[config.mk]
export PLATFORM = sky130hd
export DESIGN_NAME = pfd_abl
export DESIGN_NICKNAME = d
export VERILOG_FILES = /design/src/rtl/pfd_pkg.sv /design/src/rtl/pfd_rise_det.sv /design/src/rtl/pfd_clr_timer.sv /design/src/rtl/pfd_abl.sv
export SDC_FILE = /design/constraint.sdc
export NUM_CORES = 1
export LEC_CHECK = 0
export ABC_AREA = 1
export ABC_CLOCK_PERIOD_IN_PS = 1800
export BUFFER_PORTS_ARGS = -buffer_cell sky130_fd_sc_hd__buf_4
export CORE_AREA = 5 5 42 44
export DETAILED_ROUTE_END_ITERATION = 10
export DIE_AREA = 0 0 47 49
export GPL_TIMING_DRIVEN = 0
export PLACE_DENSITY_LB_ADDON = 0.3
export SYNTH_ARGS = -nofsm -noshare
export SYNTH_HDL_FRONTEND = slang
export SYNTH_SLANG_ARGS = --single-unit
[constraint.sdc]
create_clock -name clk -period 1.8 [get_ports clk]
set_clock_uncertainty 0.05 [all_clocks]
set_input_delay 0.36 -clock clk [delete_from_list [all_inputs] [get_ports clk]]
set_output_delay 0.36 -clock clk [all_outputs]
set_load 0.05 [all_outputs]
[src/rtl/pfd_pkg.sv]
package pfd_pkg;

  typedef logic [1:0] ovl_code_t;

  function automatic int unsigned max4(input int unsigned a, input int unsigned b,
                                       input int unsigned c, input int unsigned d);
    int unsigned m;
    m = a;
    if (b > m) m = b;
    if (c > m) m = c;
    if (d > m) m = d;
    return m;
  endfunction

endpackage

[src/rtl/pfd_rise_det.sv]
module pfd_rise_det (
  input  logic clk,
  input  logic rst,
  input  logic din,
  output logic rise
);
  logic prev;

  always_ff @(posedge clk) begin
    if (rst) prev <= 1'b0;
    else     prev <= din;
  end

  assign rise = din & ~prev;
endmodule

[src/rtl/pfd_clr_timer.sv]
module pfd_clr_timer
  import pfd_pkg::*;
#(
  parameter int unsigned W_00 = 3,
  parameter int unsigned W_01 = 1,
  parameter int unsigned W_10 = 5,
  parameter int unsigned W_11 = 3
) (
  input  logic      clk,
  input  logic      rst,
  input  logic      both,
  input  logic      idle,
  input  ovl_code_t sel,
  output logic      clr
);
  localparam int unsigned WMAX  = max4(W_00, W_01, W_10, W_11);
  localparam int unsigned CNT_W = $clog2(WMAX + 1);

  logic [CNT_W-1:0] width_q;
  logic [CNT_W-1:0] width_d;
  logic [CNT_W-1:0] cnt;

  always_comb begin
    unique case (sel)
      2'b00:   width_d = CNT_W'(W_00);
      2'b01:   width_d = CNT_W'(W_01);
      2'b10:   width_d = CNT_W'(W_10);
      default: width_d = CNT_W'(W_11);
    endcase
  end

  assign clr = both && ((cnt + CNT_W'(1)) == width_q);

  always_ff @(posedge clk) begin
    if (rst) begin
      width_q <= CNT_W'(W_00);
      cnt     <= '0;
    end else begin
      if (idle) width_q <= width_d;
      if (clr)       cnt <= '0;
      else if (both) cnt <= cnt + CNT_W'(1);
    end
  end
endmodule

[src/rtl/pfd_abl.sv]
module pfd_abl
  import pfd_pkg::*;
#(
  parameter int unsigned W_00 = 3,
  parameter int unsigned W_01 = 1,
  parameter int unsigned W_10 = 5,
  parameter int unsigned W_11 = 3
) (
  input  logic       clk,
  input  logic       rst,
  input  logic       ref_in,
  input  logic       fb_in,
  input  logic [1:0] delay_sel,
  output logic       up_o,
  output logic       dn_o
);
  localparam int NCH = 2;

  logic [NCH-1:0] raw;
  logic [NCH-1:0] rise;
  logic [NCH-1:0] hold;
  logic           clr;

  assign raw = {fb_in, ref_in};

  for (genvar g = 0; g < NCH; g++) begin : g_ch
    pfd_rise_det u_det (
      .clk  (clk),
      .rst  (rst),
      .din  (raw[g]),
      .rise (rise[g])
    );

    always_ff @(posedge clk) begin
      if (rst)          hold[g] <= 1'b0;
      else if (clr)     hold[g] <= 1'b0;
      else if (rise[g]) hold[g] <= 1'b1;
    end
  end

  pfd_clr_timer #(
    .W_00 (W_00),
    .W_01 (W_01),
    .W_10 (W_10),
    .W_11 (W_11)
  ) u_tmr (
    .clk  (clk),
    .rst  (rst),
    .both (&hold),
    .idle (~|hold),
    .sel  (delay_sel),
    .clr  (clr)
  );

  assign up_o = hold[0];
  assign dn_o = hold[1];
endmodule

==> results.toml <==
[status]
status = "finished clean"

[worst_hold_path]
worst_hold_path.endpoint = "g_ch[0].u_det.prev"
hold_start = "rst"
hold_path_depth = 2
min-delay-path-class = "input pin to flop"

[timing]
period_needed_ps = 1340
slew-limit-headroom = 0.856
worst-slew-pin-transition_ps = 216
hold_ws_ps = 242
layout_setup_ws_ps = 463
setup_viol_count_final = 0
final_min_period_over_clock_period = 0.743
timing_max_transition_violations_final = 0
timing.setup.tns_ps = 0
hold_viol = 0
fmax_ghz = 0.748
setup_repair_after_global_routing_missed_its_margin = "false"

[setup_path]
critical_path_required_ps = 1390
start_kind = "flop"
critPathTopFamily = "flip-flops"
regToRegSetupSlack_ps = 540
reg2regPathDepth = 8
critical_path.slowest_cell = "sky130_fd_sc_hd__dfxtp_1"
critPathArrivalTime_ps = 930
worst_r2r_endpoint = "u_tmr.cnt[2]"
r2r_start = "u_tmr.cnt[0]"
critical_path_buf_inv_count = 1
worstPathMaxFanout = 6
crit_path_cell_trace = "buf_4"
critPathMaxStageDelay_ps = 430
critPathLaunch = "dn_o"
endpoint_kind = "output pin"
timing_worst_setup_path_type = "flop to output pin"

[global_route]
gr-usage-all-layers = 0.0812
grt-ovfl-total = 0
grt_first_pass_wirelength_um = 1350
grt_antenna_before_repair = 0
pin_count_of_the_biggest_net_entering_global_routing = 7
grt_pass1_vias = 345

[layout]
layout.cells.non_filler = 86
drive_above_1_share = 0.157
fin_nets = 79
syn_to_final_growth_pct = 24.5
antenna_cells_inserted = 0

[cts]
clk-insertion-delay-late_ps = 250
cts_hold_buffers = 0
cts_resized = 0
cts_tree = "yes"
clk_pin_slew_ps = 60
clk_root_buf = "sky130_fd_sc_hd__clkbuf_4"
cts_max_path_buffers = 2
cts.repair_timing.setup_buffer_count = 0
cts_inserted_buffers = 3
clock_sinks = 9
h-tree-depth = 1

[drt]
final_antenna_net_count = 0
drt-initial-drc-count = 9
drt-wirelength-per-cell_um = 8.29
num_vias = 369
route.detailed.drc = 0
detailedRoute.firstPassIterationCount = 4
finalWirelength_um = 713
drt-vias-per-instance = 4.29

[synthesis]
yosys.cell_types.count = 11
synth_area_per_cell_um2 = 6.85
netlist_instances = 59
ys_ff_latch = 9
synth_seq_area_share = 0.446
ys.warnings.count = 0
syn_nets = 67
synthesis.area_um2 = 404

[place]
globalplace.congestion = 0.713
pre_cts_ws_ps = 537
placed_cells = 82
post-dp-hpwl_um = 581
port-buffer-count = 7

[floorplanning]
std_cell_rows = 14
placeableCoreArea_um2 = 1400
die_w_um = 47
floorplan.die.height_um = 49
ioPinCount = 8
die-area_um2 = 2300
initial_core_utilization = 0.288

[power_and_ir_drop]
design_power_total_uw = 433
p_per_area_nw_per_um2 = 862
vdd_drop_max_mv = 0.434
p_leak_uw = 0.000242

[job]
number_of_maximum_capacitance_constraint_violations = 0
## how the worst max path moves through the flow
stage | endpoint | slack [ps] | cells after the start
2_1_floorplan | u_tmr.cnt[2] | 470 | 5
3_3_place_gp | u_tmr.cnt[1] | 520 | 8
3_5_place_dp | u_tmr.cnt[1] | 540 | 8
4_1_cts | dn_o | 450 | 1
5_1_grt | up_o | 400 | 8
6_report | dn_o | 460 | 1
## kinds of logic (layout without fill, tap and decap cells)
group / after synthesis / count (layout) / share of synthesized area
DFF: 9 / 9 / 0.446
AOI/OAI and AO/OA: 6 / 6 / 0.0743
buffers and inverters: 11 / 22 / 0.102
and+or+nand+nor: 31 / 31 / 0.316
adders and majority gates: 2 / 2 / 0.0619
## Yosys cell counts
master | count | share of area
sky130_fd_sc_hd__nor2_1 | 14 | 0.13
sky130_fd_sc_hd__nand3_1 | 3 | 0.037
sky130_fd_sc_hd__inv_1 | 11 | 0.10
sky130_fd_sc_hd__o21ai_0 | 3 | 0.037
sky130_fd_sc_hd__ha_1 | 2 | 0.062
sky130_fd_sc_hd__nand3b_1 | 1 | 0.019
sky130_fd_sc_hd__nand2_2 | 1 | 0.015
sky130_fd_sc_hd__a21oi_1 | 3 | 0.037
sky130_fd_sc_hd__dfxtp_1 | 9 | 0.45
sky130_fd_sc_hd__nor3_1 | 1 | 0.012
sky130_fd_sc_hd__nand2_1 | 11 | 0.10
## flip-flops by register name, indices dropped and copies added, names as in the netlist
| signal | flops |
|---|---|
| u_tmr.width_q | 2 |
| g_ch.u_det.prev | 2 |
| u_tmr.cnt | 3 |
| dn_o | 1 |
| up_o | 1 |
## layout by cell type (no fill, tap or decap)
| cell type | n |
|---|---|
| sky130_fd_sc_hd__a21oi_1 | 3 |
| sky130_fd_sc_hd__buf_4 | 7 |
| sky130_fd_sc_hd__clkbuf_1 | 1 |
| sky130_fd_sc_hd__clkbuf_4 | 3 |
| sky130_fd_sc_hd__dfxtp_1 | 9 |
| sky130_fd_sc_hd__ha_1 | 2 |
| sky130_fd_sc_hd__inv_1 | 11 |
| sky130_fd_sc_hd__nand2_1 | 11 |
| sky130_fd_sc_hd__nand2_2 | 1 |
| sky130_fd_sc_hd__nand3_1 | 3 |
| sky130_fd_sc_hd__nand3b_1 | 1 |
| sky130_fd_sc_hd__nor2_1 | 14 |
| sky130_fd_sc_hd__nor3_1 | 1 |
| sky130_fd_sc_hd__o21ai_0 | 3 |
## stage by stage
stage | cell area, µm² | utilization
after floorplan | 404 | -
after global placement | 477 | 0.340
after detailed placement | 477 | 0.340
after CTS | 503 | 0.359
after global routing | 503 | 0.359
final | 503 | 0.359
## layer usage
metal | track usage | routed length (µm)
met5 | 0 | 0
met2 | 0.113 | 325
met4 | 0.0553 | 16
met1 | 0.104 | 337
met3 | 0.0221 | 34
## power by group
| group | switching, µW | leakage (µW) | internal [µW] |
|---|---|---|---|
| clock | 64.5 | 0.0000150 | 85.1 |
| combinational | 36.1 | 0.000152 | 25.9 |
| sequential | 10.2 | 0.0000742 | 212 |
## cell type report
type / count / area (µm²)
clock buffers: 4 / 26.3
multi-input cells: 39 / 183
well taps: 16 / 20.0
flip-flops and latches: 9 / 180
fillers: 168 / 898
repair buffers: 7 / 52.6
inverters: 11 / 41.3
Power figures use the tool's default switching activity.
